## src/rtl/pwr_part_pkg.sv

```systemverilog
package pwr_part_pkg;
  localparam logic [11:0] OFF_TOGGLE    = 12'h030;
  localparam logic [11:0] OFF_CLAMP_REL = 12'h034;
  localparam logic [11:0] OFF_STATUS    = 12'h038;
  localparam logic [11:0] OFF_GFX_CLAMP = 12'h2D4;
  localparam int START_BIT = 8;
  localparam int MAX_PART  = 32;
  localparam int IDX_W     = $clog2(MAX_PART);
endpackage

```

## src/rtl/pwr_toggle_seq.sv

```systemverilog
module pwr_toggle_seq
  import pwr_part_pkg::*;
#(
  parameter int NUM_PART   = 16,
  parameter int SETTLE_CYC = 8
) (
  input  logic                clk_i,
  input  logic                rst_ni,
  input  logic                req_i,
  input  logic [IDX_W-1:0]    idx_i,
  output logic                busy_o,
  output logic [NUM_PART-1:0] power_o,
  output logic [NUM_PART-1:0] power_nxt_o
);
  localparam int CNT_W = (SETTLE_CYC > 1) ? $clog2(SETTLE_CYC) : 1;
  localparam logic [CNT_W-1:0] CNT_LOAD = CNT_W'(SETTLE_CYC - 1);

  logic                busy_q;
  logic [CNT_W-1:0]    cnt_q;
  logic [IDX_W-1:0]    idx_q;
  logic [NUM_PART-1:0] power_q;
  logic                accept, expire;

  assign accept = req_i && !busy_q && (32'(idx_i) < 32'(NUM_PART));
  assign expire = busy_q && (cnt_q == '0);

  always_comb begin
    power_nxt_o = power_q;
    for (int i = 0; i < NUM_PART; i++)
      if (expire && idx_q == IDX_W'(i)) power_nxt_o[i] = ~power_q[i];
  end

  always_ff @(posedge clk_i or negedge rst_ni) begin
    if (!rst_ni) begin
      busy_q  <= 1'b0;
      cnt_q   <= '0;
      idx_q   <= '0;
      power_q <= '0;
    end else begin
      power_q <= power_nxt_o;
      if (accept) begin
        busy_q <= 1'b1;
        cnt_q  <= CNT_LOAD;
        idx_q  <= idx_i;
      end else if (expire) begin
        busy_q <= 1'b0;
      end else if (busy_q) begin
        cnt_q <= cnt_q - 1'b1;
      end
    end
  end

  assign busy_o  = busy_q;
  assign power_o = power_q;

  AST_HOLD_WHILE_SETTLING: assert property (@(posedge clk_i) disable iff (!rst_ni)
    busy_q && cnt_q != '0 |=> $stable(power_q));
  AST_SINGLE_FLIP: assert property (@(posedge clk_i) disable iff (!rst_ni)
    1'b1 |=> $countones(power_q ^ $past(power_q)) <= 1);
  AST_BUSY_END_FLIPS: assert property (@(posedge clk_i) disable iff (!rst_ni)
    $fell(busy_q) |-> power_q != $past(power_q));
  AST_STAY_BUSY: assert property (@(posedge clk_i) disable iff (!rst_ni)
    busy_q && cnt_q != '0 |=> busy_q && $stable(idx_q));
endmodule

```

## src/rtl/pwr_clamp_bank.sv

```systemverilog
module pwr_clamp_bank #(
  parameter int NUM_PART = 16,
  parameter int GFX_IDX  = 1,
  parameter int SWAP_A   = 3,
  parameter int SWAP_B   = 4
) (
  input  logic                clk_i,
  input  logic                rst_ni,
  input  logic                mask_we_i,
  input  logic [NUM_PART-1:0] mask_i,
  input  logic                gfx_rel_i,
  input  logic [NUM_PART-1:0] power_nxt_i,
  output logic [NUM_PART-1:0] clamp_o
);
  logic [NUM_PART-1:0] rel;
  logic [NUM_PART-1:0] clamp_q;

  for (genvar i = 0; i < NUM_PART; i++) begin : g_rel
    localparam int SRC = (i == SWAP_A) ? SWAP_B : (i == SWAP_B) ? SWAP_A : i;
    if (i == GFX_IDX) begin : g_gfx
      assign rel[i] = gfx_rel_i;
    end else begin : g_mask
      assign rel[i] = mask_we_i & mask_i[SRC];
    end
  end

  always_ff @(posedge clk_i or negedge rst_ni) begin
    if (!rst_ni) clamp_q <= '1;
    else         clamp_q <= ~power_nxt_i | (clamp_q & ~rel);
  end

  assign clamp_o = clamp_q;

  AST_GFX_DEDICATED_ONLY: assert property (@(posedge clk_i) disable iff (!rst_ni)
    !gfx_rel_i && clamp_q[GFX_IDX] |=> clamp_q[GFX_IDX]);
endmodule

```

## src/rtl/pwr_part_ctrl.sv

```systemverilog
module pwr_part_ctrl
  import pwr_part_pkg::*;
#(
  parameter int NUM_PART   = 16,
  parameter int SETTLE_CYC = 8,
  parameter int GFX_IDX    = 1,
  parameter int SWAP_A     = 3,
  parameter int SWAP_B     = 4
) (
  input  logic                clk_i,
  input  logic                rst_ni,
  input  logic                wr_en_i,
  input  logic [11:0]         wr_addr_i,
  input  logic [31:0]         wr_data_i,
  input  logic [11:0]         rd_addr_i,
  output logic [31:0]         rd_data_o,
  output logic [NUM_PART-1:0] power_o,
  output logic [NUM_PART-1:0] clamp_o,
  output logic                busy_o
);
  logic                tog_req, mask_we, gfx_rel;
  logic [NUM_PART-1:0] power_nxt;

  assign tog_req = wr_en_i && wr_addr_i == OFF_TOGGLE && wr_data_i[START_BIT];
  assign mask_we = wr_en_i && wr_addr_i == OFF_CLAMP_REL;
  assign gfx_rel = wr_en_i && wr_addr_i == OFF_GFX_CLAMP && wr_data_i == '0;

  pwr_toggle_seq #(.NUM_PART(NUM_PART), .SETTLE_CYC(SETTLE_CYC)) u_seq (
    .clk_i       (clk_i),
    .rst_ni      (rst_ni),
    .req_i       (tog_req),
    .idx_i       (wr_data_i[IDX_W-1:0]),
    .busy_o      (busy_o),
    .power_o     (power_o),
    .power_nxt_o (power_nxt)
  );

  pwr_clamp_bank #(.NUM_PART(NUM_PART), .GFX_IDX(GFX_IDX),
                   .SWAP_A(SWAP_A), .SWAP_B(SWAP_B)) u_clamp (
    .clk_i       (clk_i),
    .rst_ni      (rst_ni),
    .mask_we_i   (mask_we),
    .mask_i      (wr_data_i[NUM_PART-1:0]),
    .gfx_rel_i   (gfx_rel),
    .power_nxt_i (power_nxt),
    .clamp_o     (clamp_o)
  );

  assign rd_data_o = (rd_addr_i == OFF_STATUS) ? 32'(power_o) : 32'd0;

  AST_CLAMP_WHEN_OFF: assert property (@(posedge clk_i) disable iff (!rst_ni)
    (~power_o & ~clamp_o) == '0);
endmodule

```

## config.mk

```make
export PLATFORM = sky130hd
export DESIGN_NAME = pwr_part_ctrl
export DESIGN_NICKNAME = d
export VERILOG_FILES = /design/src/rtl/pwr_part_pkg.sv /design/src/rtl/pwr_toggle_seq.sv /design/src/rtl/pwr_clamp_bank.sv /design/src/rtl/pwr_part_ctrl.sv
export SDC_FILE = /design/constraint.sdc
export NUM_CORES = 1
export LEC_CHECK = 0
export ABC_AREA = 1
export ABC_CLOCK_PERIOD_IN_PS = 1380
export BUFFER_PORTS_ARGS = -buffer_cell sky130_fd_sc_hd__buf_2
export CAP_MARGIN = 5
export CORE_UTILIZATION = 40
export CTS_BUF_LIST = sky130_fd_sc_hd__clkbuf_16
export CTS_CLUSTER_DIAMETER = 30
export CTS_CLUSTER_SIZE = 40
export DETAILED_ROUTE_END_ITERATION = 7
export PLACE_DENSITY_LB_ADDON = 0.05
export SLEW_MARGIN = 20
export SYNTH_ARGS = -nofsm -noshare
export SYNTH_HDL_FRONTEND = slang
export SYNTH_SLANG_ARGS = --single-unit
```

## constraint.sdc

```tcl
create_clock -name clk_i -period 1.38 [get_ports clk_i]
set_clock_uncertainty 0.1 [all_clocks]
set_input_delay 0.069 -clock clk_i [delete_from_list [all_inputs] [get_ports clk_i]]
set_output_delay 0.069 -clock clk_i [all_outputs]
set_load 0.01 [all_outputs]
```

After elaboration in Yosys (flattened, before gate mapping)
Index checks and enable logic that the tools add are counted.
- eq/ne operators: 20
- reduce and logical (&&, ||, !) cells: 31
- bitwise gates (word level): 35
- add/sub/neg operators: 1
- muxes and demuxes: 22
- order comparisons: 1
- operators with widths (cell ; number):
    $eq A5 B4 Y1 const B ; 8
    $eq A12 B6 Y1 const B ; 3
    $logic_not A32 Y1 ; 1
    $not A16 Y16 ; 2
    $logic_and A1 B1 Y1 ; 24
    $eq A5 B3 Y1 const B ; 4
    $mux W1 ; 18
    $and A16 B16 Y16 ; 1
    $mux W16 ; 1
    $not A1 Y1 ; 16
    $or A16 B16 Y16 ; 1
    $and A1 B1 Y1 ; 15
    $eq A12 B10 Y1 const B ; 1
    $eq A5 B2 Y1 const B ; 2
    $mux W3 ; 3
    $eq A5 B1 Y1 const B ; 1
    $logic_not A5 Y1 ; 1
    $lt A5 B5 Y1 const B ; 1
    $reduce_bool A2 Y1 ; 2
    $logic_not A3 Y1 ; 1
    $sub A3 B1 Y3 const B ; 1
    $ne A2 B1 Y1 const B ; 1
    $reduce_and A2 Y1 ; 1
    $logic_not A1 Y1 ; 1
- input bits: 59
- register bits: 41

Longest topological paths before layout
Gate-level depths: netlist of the first run.
- depth in word-level cells: 7
- mapped depth: 9

By module
A second synthesis of the first run with hierarchy kept.
- cell total of the unflattened synthesis: 355
- area total of the unflattened synthesis: 2471.1 um^2
- modules (own cells, without submodules) (module ; times used ; seq. area each (um^2) ; area an instance (um^2) ; cells each):
    pwr_toggle_seq ; 1 ; 625.6 ; 1247.4 ; 161
    pwr_part_ctrl ; 1 ; 0.0 ; 614.3 ; 130
    pwr_clamp_bank ; 1 ; 420.4 ; 609.3 ; 64

Worst setup path before layout of the first run
No wires, ideal clock.
- path kind: flip-flop to flip-flop
- start point: reg u_seq.cnt_q[0]
- end point: reg u_clamp.clamp_q[0], in the netlist u_clamp.clamp_o[0]
- setup slack: -0.035 ns
- stages on the path, launching flop included: 9
- data arrival time: 1.233 ns
- clock period less this slack: 1.415 ns
- buffers on the path: 0
- data required time: 1.198 ns
- cell sequence: dfrtp_1 inv_1 ha_1 nand3_1 inv_1 nand2_1 nor2_1 xor2_1 nand2_1
- word-level cells in the longest chain between the ends: 6
- RTL lines (element ; RTL line ; RTL):
    from (decl) ; pwr_toggle_seq.sv:19 ; logic [CNT_W-1:0] cnt_q;
    from (signal assigned) ; pwr_toggle_seq.sv:48 ; cnt_q <= cnt_q - 1'b1;
    $logic_not A3 Y1 ; pwr_toggle_seq.sv:25 ; assign expire = busy_q && (cnt_q == '0);
    $logic_and A1 B1 Y1 ; pwr_toggle_seq.sv:25 ;
    $logic_and A1 B1 Y1 ; pwr_toggle_seq.sv:30 ; if (expire && idx_q == IDX_W'(i)) power_nxt_o[i] = ~power_q[i];
    $mux W1 ; pwr_toggle_seq.sv:30 ;
    named net power_nxt[0] ; pwr_part_ctrl.sv:22 ; logic [NUM_PART-1:0] power_nxt;
    $not A16 Y16 ; pwr_clamp_bank.sv:29 ; else clamp_q <= ~power_nxt_i | (clamp_q & ~rel);
    $or A16 B16 Y16 ; pwr_clamp_bank.sv:29 ;
    to (signal assigned) ; pwr_clamp_bank.sv:29 ;
    to (decl) ; pwr_clamp_bank.sv:16 ; logic [NUM_PART-1:0] clamp_q;
The timed path passes the listed nets, and every way through them passes these cells.
A chain may end at the register's enable or synchronous reset.

Final worst setup path of the first run
- start point: reg u_seq.cnt_q[0]
- end point: reg u_clamp.clamp_q[15], in the netlist u_clamp.clamp_o[15]
The elaborated chain is that of the path after synthesis.

==> results_dict.tcl, run 1 <==
set metrics [dict create \
    grt_max_degree 42 \
    synth_warnings 0 \
    failed_checks "setup timing" \
    filler_cell_count 464 \
    drcViolationCount 0 \
    detailedRoute.firstPassIterationCount 5 \
    drv_cap 0 \
    diodes 0 \
    power.ir.vdd_worst_mv 0.538 \
    worst_r2r_startpoint "u_seq.cnt_q[0]" \
    tritoncts.num_buffers 5 \
    timing.critical_path.from_type "register" \
    synth.top_cells.by_area "dfrtp_1 (28%), dfstp_2 (19%), nand2_1 (13%)" \
    rr_worst_depth 8 \
    finalSetupViolations 29 \
    gr-total-overflow 0 \
    worst_hold_margin_ns 0.0282 \
    die_w_um 77.3 \
    synth.largest_area_cell "dfrtp_1" \
    cts-root-to-sink-buffers 2 \
    final_cells 510 \
    layout.cell_area.non_filler_mm2 0.00355 \
    critPathSlowestCell "dfrtp_1" \
    synth_cell_type_count 23 \
    number_of_flops_mapped_to_enable_cells_by_yosys 0 \
    finalCriticalPeriod_ns 1.49 \
    number_of_antenna_violations_at_the_first_check_in_global_routing 0 \
    dpl-instance-area_mm2 0.00293 \
    wire_per_inst_um 11.8 \
    area.growth.synth_to_final_pct 56.9 \
    clkSinkCount 41 \
    grt_pass1_wl_um 9720 \
    hpwlAfterDp_um 4420 \
    cpPeakStageDelay_ns 0.38 \
    core_mm2 0.00547 \
    setup_ws_ns -0.107 \
    buffer_ports.inserted 107 \
    worst_hold_startpoint "wr_data_i[14]" \
    cp_top_family "simple AND/OR/NAND/NOR gates" \
    fp-row-count 27 \
    htree_levels 2 \
    critPathCaptureType "register" \
    floorplan.die.height_um 77.3 \
    cts_tree "built" \
    pwr_density_cell_mw_per_mm2 709 \
    avgViaCountPerCell 4.36 \
    static-leakage-power_nw 1.81 \
    drt_iter0_drc 85 \
    layout.nets 498 \
    postSynthCellCount 295 \
    die_area_mm2 0.00597 \
    outcome "complete, but fails checks" \
    synth-main-ff-cell "dfrtp_1" \
    hold-path-cell-count 4 \
    drt.antenna.violating_nets 0 \
    worst-path-max-fanout 4 \
    gr-usage-all-layers 0.208 \
    first_global_vias 2159 \
    regToRegSetupSlack_ns -0.11 \
    cp.required_ns 1.49 \
    fmaxAchievable_mhz 673 \
    critical_path.reg2reg.endpoint "u_clamp.clamp_o[15]" \
    critical_path_cell_count 8 \
    dr_total_vias 2226 \
    final_layout_size_suffix_gt1_frac 0.459 \
    timing_worst_setup_path_type "reg -> reg" \
    timing.critical_path.cells "inv_2 > ha_4 > nand3_4 > inv_6 > nand2_8 > nor2_2 > xor2_1 > nand2_1" \
    cts.root.buffer_cell "clkbuf_16" \
    hold_viol 0 \
    ys_ff_latch 41 \
    hold_path_class "in -> reg" \
    multi_input_area_mm2 0.00125 \
    grt_setup_unrepaired "yes" \
    syn_avg_cell_area_um2 7.68 \
    synth_top_cells_by_count "nand2_1 (78), nor2_1 (58), inv_1 (40)" \
    cp_num_buf_inv 2 \
    ff_latch_area_mm2 0.00105 \
    data_arrival_critical_path_ns 1.59 \
    final_min_period_over_clock_period 1.08 \
    synth_area_mm2 0.00227 \
    most_common_cell_in_the_synthesized_netlist "nand2_1" \
    totalWireLength_um 6020 \
    yosysSeqAreaShare 0.462 \
    worst_min_delay_path_endpoint "u_clamp.clamp_o[14]" \
    ioPinCount 124 \
    yosys.area.top_type_share 0.276 \
    dpl.cell_count 480 \
    gp_congestion 0.800 \
    ys_async_sr_fraction 1.00 \
    initial_core_util 0.414 \
    insertion_delay_ns 0.28 \
    path_clk_slew_ns 0.06 \
    maxSlewViolCount 0 \
]
==> tightest hold or removal path, stage by stage <==
cell and delay [ns]:
buf_2 0.11, nand3_1 0.10, nand2_1 0.08, nand2_1 0.05
==> cell type report <==
class                           instances  area share
Multi-Input combinational cell        209       0.351
Inverter                               40      0.0436
Sequential cell                        41       0.294
Timing Repair Buffer                  140       0.247
Clock buffer                            5      0.0352
Tap cell                               72      0.0253
Clock inverter                          3     0.00387
==> cell families (layout without fill, tap and decap cells) <==
logic type                 count (synthesis)  count (layout)  share of synthesized area
adders and majority gates                  2               2                     0.0110
xor gates and xnor gates                  16              16                     0.0618
buffers and inverters                     60             188                      0.131
DFF                                       41              41                      0.462
AOI/OAI and AO/OA                          5               5                     0.0188
and+or+nand+nor                          170             170                      0.314
other                                      1              16                    0.00165
==> cells in the final DEF (no fill, tap or decap), types with 3 or more instances in the layout <==
| master | instances |
|---|---|
| nor2_4 | 9 |
| buf_2 | 106 |
| nand2_2 | 11 |
| clkbuf_16 | 5 |
| xor2_1 | 6 |
| nor2_2 | 5 |
| nand2_1 | 64 |
| dlygate4sd3_1 | 16 |
| buf_4 | 11 |
| nand3_1 | 21 |
| conb_1 | 16 |
| dfstp_2 | 16 |
| buf_12 | 3 |
| inv_1 | 38 |
| nor2_1 | 45 |
| o21ai_2 | 4 |
| xor2_2 | 10 |
| dfrtp_1 | 25 |
| buf_6 | 4 |
==> sequential cells by signal (all words and copies together) (netlist names) <==
signal / cells
u_clamp.clamp_o: 16
u_seq.idx_q: 5
u_seq.cnt_q: 3
u_seq.busy_o: 1
u_seq.power_o: 16
==> worst max path at each step <==
stage	start	end	slack [ns]
after global placement	u_seq.cnt_q[1]	u_clamp.clamp_o[1]	-0.19
after floorplan	u_seq.cnt_q[0]	u_clamp.clamp_o[0]	0.006
after global routing	u_seq.cnt_q[0]	u_clamp.clamp_o[11]	-0.18
after detailed placement	u_seq.cnt_q[1]	u_clamp.clamp_o[1]	-0.23
after CTS	u_seq.cnt_q[0]	u_clamp.clamp_o[7]	-0.07
final	u_seq.cnt_q[0]	u_clamp.clamp_o[15]	-0.11
==> through the flow <==
step | util | setup WS, ns | total power [mW] | setup TNS, ns
6_report | 0.650 | -0.107 | 2.52 | -1.43
5_1_grt | 0.650 | -0.178 | 2.62 | -3.54
4_1_cts | 0.618 | -0.0730 | 2.55 | -0.634
3_5_place_dp | 0.535 | -0.227 | 1.42 | -3.70
3_3_place_gp | 0.535 | -0.185 | 1.41 | -2.68
2_1_floorplan | - | 0.00567 | 1.32 | 0
==> power by group <==
| group | leakage [nW] | switching [mW] | internal, mW |
|---|---|---|---|
| sequential | 0.513 | 0.000460 | 1.21 |
| clock | 0.0748 | 0.431 | 0.655 |
| combinational | 1.22 | 0.113 | 0.114 |
==> timing repair <==
action                                 CTS  global route
setup buffers                            4             3
hold buffers                            16             0
endpoints found under the hold margin   59             0
setup endpoints to repair               37            39
pin swaps                               15             8
gates resized for setup                 31            33
==> per-layer routing <==
metal  up-vias  global-route usage  wire length (um)
met5         -                   0                 0
met4         0              0.0642                62
li1       1135                   -                 -
met3         7              0.0321               237
met2        59               0.367              3020
met1      1025               0.259              2700
(Power assumes the default switching activity.)
==> inputs of run 2 (changes only) <==
--- a/config.mk
+++ b/config.mk
@@ -14,7 +14,7 @@
 export CTS_CLUSTER_DIAMETER = 30
 export CTS_CLUSTER_SIZE = 40
 export DETAILED_ROUTE_END_ITERATION = 7
-export PLACE_DENSITY_LB_ADDON = 0.05
+export PLACE_DENSITY_LB_ADDON = 0.25
 export SLEW_MARGIN = 20
 export SYNTH_ARGS = -nofsm -noshare
 export SYNTH_HDL_FRONTEND = slang
==> run 2 against run 1 <==
Compared with the run above:
- the run still ends with setup timing left
- non-clock buffer count down 2
- via count is 6.9% higher
- maximum frequency fell by 1.7%
- utilization up 0.41 points
- cell count fell by 0.39%
- first-iteration DRC count grew 22%
- register-to-register slack got worse by 0.03 ns
- clock-buffer cell count is the same
- clock power rose by 20%
- setup slack got worse by 0.026 ns
- critical endpoint is now u_clamp.clamp_o[11]
- largest power group is now clock
==> results_dict.tcl, run 2 (synthesized netlist as in run 1, its figures left out) <==
set metrics [dict create \
    critical_path.reg2reg.endpoint "u_clamp.clamp_o[11]" \
    final_min_period_over_clock_period 1.10 \
    fp-row-count 27 \
    totalWireLength_um 6610 \
    die_w_um 77.3 \
    number_of_antenna_violations_at_the_first_check_in_global_routing 0 \
    timing.critical_path.cells "inv_2 > ha_4 > nand3_4 > inv_4 > nand2_4 > nor2_4 > xor2_2 > nand2_1" \
    grt_setup_unrepaired "yes" \
    crit_path_start "u_seq.cnt_q[0]" \
    initial_core_util 0.414 \
    worst_hold_margin_ns 0.0110 \
    timing.critical_path.from_type "register" \
    combinational_fraction_of_design_power 0.084 \
    finalCriticalPeriod_ns 1.51 \
    most-common-layout-cells "buf_2 (105), nand2_1 (64), nor2_1 (46)" \
    net_load_switching_power_uw 575 \
    buffer_ports.inserted 107 \
    cts.root.buffer_cell "clkbuf_16" \
    design_power_total_mw 2.74 \
    outcome "complete, but fails checks" \
    hpwlAfterDp_um 4560 \
    power.ir.vdd_worst_mv 0.734 \
    htree_levels 2 \
    wire_per_inst_um 13.0 \
    tritoncts.num_buffers 5 \
    gr-total-overflow 0 \
    insertion_delay_ns 0.28 \
    grt_pass1_wl_um 10300 \
    worst_r2r_startpoint "u_seq.cnt_q[0]" \
    pwr_density_cell_mw_per_mm2 766 \
    worst-path-max-fanout 4 \
    diodes 0 \
    gp_congestion 0.831 \
    rr_worst_depth 8 \
    data_arrival_critical_path_ns 1.62 \
    drt.antenna.violating_nets 0 \
    cp.required_ns 1.49 \
    critPathCaptureType "register" \
    final_layout_size_suffix_gt1_frac 0.470 \
    gr-usage-all-layers 0.223 \
    layout.cell_area.non_filler_mm2 0.00358 \
    path_clk_slew_ns 0.06 \
    avgViaCountPerCell 4.68 \
    critPathSlowestCell "dfrtp_1" \
    crit_path_end "u_clamp.clamp_o[11]" \
    finalSetupViolations 33 \
    maxSlewViolCount 0 \
    dpl-instance-area_mm2 0.00295 \
    ioPinCount 124 \
    fraction_of_power_spent_switching_nets 0.210 \
    cts_tree "built" \
    regToRegSetupSlack_ns -0.13 \
    dr_total_vias 2379 \
    p_int_mw 2.17 \
    drcViolationCount 0 \
    cpPeakStageDelay_ns 0.38 \
    hold_viol 0 \
    final_core_utilization 0.654 \
    die_area_mm2 0.00597 \
    drv_cap 0 \
    setup_ws_ns -0.132 \
    clkPwrFrac 0.476 \
    failed_checks "setup timing" \
    detailedRoute.firstPassIterationCount 4 \
    static-leakage-power_nw 1.86 \
    grt_max_degree 42 \
    area.growth.synth_to_final_pct 57.9 \
    drt_iter0_drc 104 \
    clkSinkCount 41 \
    hold_path_class "in -> reg" \
    layout.cells.most_common "buf_2" \
    fmaxAchievable_mhz 661 \
    floorplan.die.height_um 77.3 \
    accumulated_negative_setup_slack_ns -1.71 \
    pwr-share-seq 0.440 \
    cts-root-to-sink-buffers 2 \
    first_global_vias 2269 \
    core_mm2 0.00547 \
    timing_worst_setup_path_type "reg -> reg" \
    layout.nets 496 \
]
run 2: final cells by class:
class,count,area (um2)
inverter,40,153
clock buffer,5,125
timing repair buffer,138,887
sequential,41,1050
multi-input combinational,209,1230
tap,72,90.1
clock inverter,3,41.3
fill,434,1900
run 2: timing repair:
| item | in CTS | in global routing |
|---|---|---|
| setup endpoints to repair | 36 | 40 |
| setup buffers | 1 | 3 |
| resized for setup | 22 | 44 |
| hold buffers | 15 | 0 |
| hold endpoints to repair | 58 | 0 |
| pin swaps | 7 | 17 |
| gates cloned | 0 | 1 |
run 2: worst max-delay path: cells and delay by family, from the launching register on:
| family | cells | cell delay [ns] |
|---|---|---|
| xor+xnor | 1 | 0.16 |
| fa+ha+maj | 1 | 0.16 |
| buf+inv | 2 | 0.21 |
| flops | 1 | 0.38 |
| simple gates | 4 | 0.43 |
run 2: worst min-delay path by stage:
stage / slack, ns / endpoint / cells after the start / from
2_1_floorplan: -0.33 / u_seq.busy_o / 0 / rst_ni
3_3_place_gp: -0.05 / u_seq.power_o[7] / 2 / rst_ni
3_5_place_dp: -0.04 / u_seq.power_o[7] / 2 / rst_ni
4_1_cts: 0.003 / u_clamp.clamp_o[14] / 4 / wr_data_i[14]
5_1_grt: 0.03 / u_clamp.clamp_o[14] / 4 / wr_data_i[14]
6_report: 0.01 / u_clamp.clamp_o[14] / 4 / wr_data_i[14]
run 2: routing by layer:
layer / track usage / wire length, um
met1: 0.262 / 2610
met2: 0.403 / 3570
met3: 0.0357 / 322
met4: 0.0830 / 104
met5: 0 / 0
run 2: through the flow:
step                      worst slack, ns  cells
final                              -0.132    508
after CTS                         -0.0792    505
after detailed placement           -0.238    481
after global routing               -0.185    508
after global placement             -0.176    481
after floorplan                   0.00567    310
run 2: power groups by stage:
stage / Clock (mW) / Sequential, mW / Combinational, mW
global placement: 0 / 1.23 / 0.188
floorplan: 0 / 1.23 / 0.0913
global route: 1.37 / 1.21 / 0.256
CTS: 1.32 / 1.21 / 0.225
detailed placement: 0 / 1.23 / 0.191
finish: 1.31 / 1.21 / 0.229
==> inputs of run 3 (changes only) <==
--- a/config.mk
+++ b/config.mk
@@ -7,14 +7,14 @@
 export LEC_CHECK = 0
 export ABC_AREA = 1
 export ABC_CLOCK_PERIOD_IN_PS = 1380
-export BUFFER_PORTS_ARGS = -buffer_cell sky130_fd_sc_hd__buf_2
+export BUFFER_PORTS_ARGS = -buffer_cell sky130_fd_sc_hd__buf_4
 export CAP_MARGIN = 5
 export CORE_UTILIZATION = 40
 export CTS_BUF_LIST = sky130_fd_sc_hd__clkbuf_16
 export CTS_CLUSTER_DIAMETER = 30
 export CTS_CLUSTER_SIZE = 40
 export DETAILED_ROUTE_END_ITERATION = 7
-export PLACE_DENSITY_LB_ADDON = 0.25
+export PLACE_DENSITY = 0.75
 export SLEW_MARGIN = 20
 export SYNTH_ARGS = -nofsm -noshare
 export SYNTH_HDL_FRONTEND = slang
==> run 3 against run 2 <==
Compared with the run above:
- the flow still finishes with violations (setup timing)
- non-clock buffer count increased by 3
- utilization rose by 1.9 points
- die area unchanged
- global-route usage down 0.11 points
- setup slack better by 0.036 ns
- sequential share of layout area shrank 0.87 points
- sequential power about the same
- combinational power increased by 19%
- critical path depth unchanged
- flip-flop and latch count unchanged
==> results_dict.tcl, run 3 (synthesized netlist as in run 1, its figures left out) <==
set metrics [dict create \
    cp.required_ns 1.48 \
    core_mm2 0.00547 \
    critical_path.reg2reg.endpoint "u_clamp.clamp_o[7]" \
    hold-path-cell-count 4 \
    die_area_mm2 0.00597 \
    worst_hold_margin_ns 0.00465 \
    hold_viol 0 \
    combinational_fraction_of_design_power 0.106 \
    most-common-layout-cells "buf_4 (121), nand2_1 (71), nor2_1 (48)" \
    detailedRoute.firstPassIterationCount 5 \
    cts.root.buffer_cell "clkbuf_16" \
    buffer_ports.inserted 107 \
    drt_iter0_drc 101 \
    drv_cap 0 \
    gr-usage-all-layers 0.222 \
    rr_worst_depth 8 \
    fp-row-count 27 \
    design_power_total_mw 2.57 \
    cts-root-to-sink-buffers 2 \
    worst_slew_pin_slew_ns 0.514 \
    maxSlewViolCount 0 \
    regToRegSetupSlack_ns -0.1 \
    static-leakage-power_nw 1.88 \
    final_min_period_over_clock_period 1.07 \
    fmaxAchievable_mhz 677 \
    htree_levels 2 \
    worst_r2r_startpoint "u_seq.cnt_q[1]" \
    timing.critical_path.from_type "register" \
    cpPeakStageDelay_ns 0.40 \
    die_w_um 77.3 \
    fraction_of_power_spent_switching_nets 0.216 \
    number_of_antenna_violations_at_the_first_check_in_global_routing 0 \
    outcome "complete, but fails checks" \
    clkSinkCount 41 \
    data_arrival_critical_path_ns 1.58 \
    p_int_mw 2.01 \
    pwr_density_cell_mw_per_mm2 698 \
    setup_ws_ns -0.0968 \
    worst_hold_startpoint "wr_data_i[14]" \
    diodes 0 \
    grt_max_degree 42 \
    hold_path_class "in -> reg" \
    net_load_switching_power_uw 556 \
    final_core_utilization 0.673 \
    critPathCaptureType "register" \
    grt_pass1_wl_um 10500 \
    insertion_delay_ns 0.28 \
    first_global_vias 2392 \
    layout.cells.most_common "buf_4" \
    clkPwrFrac 0.425 \
    path_clk_slew_ns 0.06 \
    initial_core_util 0.414 \
    grt_setup_unrepaired "yes" \
    dr_total_vias 2340 \
    drcViolationCount 0 \
    finalCriticalPeriod_ns 1.48 \
    gp_congestion 0.881 \
    filler_cell_count 427 \
    avgViaCountPerCell 4.58 \
    wire_per_inst_um 12.7 \
    floorplan.die.height_um 77.3 \
    ioPinCount 124 \
    timing_worst_setup_path_type "reg -> reg" \
    gr-total-overflow 0 \
    worst_min_delay_path_endpoint "u_clamp.clamp_o[14]" \
    final_layout_size_suffix_gt1_frac 0.424 \
    power.ir.vdd_worst_mv 0.676 \
    area.growth.synth_to_final_pct 62.5 \
    failed_checks "setup timing" \
    finalSetupViolations 27 \
    crit_path_start "u_seq.cnt_q[1]" \
    place_worst_setup_slack_ns -0.163 \
    worst-path-max-fanout 4 \
    drt.antenna.violating_nets 0 \
    pwr-share-seq 0.469 \
    totalWireLength_um 6480 \
    cts_tree "built" \
    hpwlAfterDp_um 4690 \
    tritoncts.num_buffers 5 \
    tightest_slew_margin_relative_to_the_limit 0.657 \
    timing.critical_path.cells "inv_2 > ha_4 > nand3_4 > inv_4 > nand2_4 > nor2_4 > xor2_1 > nand2_1" \
    layout.nets 499 \
    critPathSlowestCell "dfrtp_1" \
]
-- run 3: worst max path at each step --
| stage | end | slack (ns) | cells past startpoint |
|---|---|---|---|
| 6_report | u_clamp.clamp_o[7] | -0.1 | 8 |
| 5_1_grt | u_clamp.clamp_o[4] | -0.17 | 8 |
| 4_1_cts | u_clamp.clamp_o[0] | -0.06 | 8 |
| 3_5_place_dp | u_clamp.clamp_o[10] | -0.16 | 7 |
| 3_3_place_gp | u_clamp.clamp_o[11] | -0.12 | 8 |
| 2_1_floorplan | u_clamp.clamp_o[0] | 0.006 | 8 |
-- run 3: power by group through the flow --
stage                     Sequential, mW  Combinational (mW)  Clock (mW)
after floorplan                     1.23              0.0913           0
after global placement              1.23               0.224           0
after detailed placement            1.23               0.228           0
after CTS                           1.21               0.265        1.10
after global routing                1.21               0.297        1.16
final                               1.21               0.272        1.09
-- run 3: repair_timing --
item,4_1_cts,5_1_grt
hold buffers,16,0
endpoints found under the setup margin,37,40
pin swaps,11,4
endpoints found under the hold margin,43,0
gates resized for setup,18,24
setup buffers,4,1
cloned,0,1
-- run 3: area by class of cell --
class,count,area [um2],share of cell area
inverters,40,153,0.0415
clock inverters,3,12.5,0.00340
multi-input cells,209,1150,0.311
flip-flops and latches,41,1050,0.284
clock buffers,5,125,0.0340
repair buffers,141,1110,0.301
well taps,72,90.1,0.0245
-- run 3: per-stage QoR --
stage / TNS (ns) / instance area [um2] / std cells
final: -1.07 / 3680 / 511
after global routing: -3.59 / 3680 / 511
after CTS: -0.625 / 3560 / 509
after detailed placement: -3.22 / 3170 / 481
after global placement: -1.52 / 3170 / 481
after floorplan: 0 / 2330 / 310
-- run 3: worst max-delay path, delay by kind of cell, from the launching register on --
| kind | cells | cell delay, ns |
|---|---|---|
| DFF | 1 | 0.40 |
| buffers and inverters | 2 | 0.17 |
| adders and majority gates | 1 | 0.15 |
| xor gates and xnor gates | 1 | 0.19 |
| and+or+nand+nor | 4 | 0.38 |
-- run 3: metal layers --
layer / GRT usage / share of wire / vias to the layer above
li1: - / - / 1142
met1: 0.242 / 0.38 / 1075
met2: 0.412 / 0.52 / 103
met3: 0.0524 / 0.064 / 20
met4: 0.0792 / 0.031 / 0
met5: 0 / 0 / -
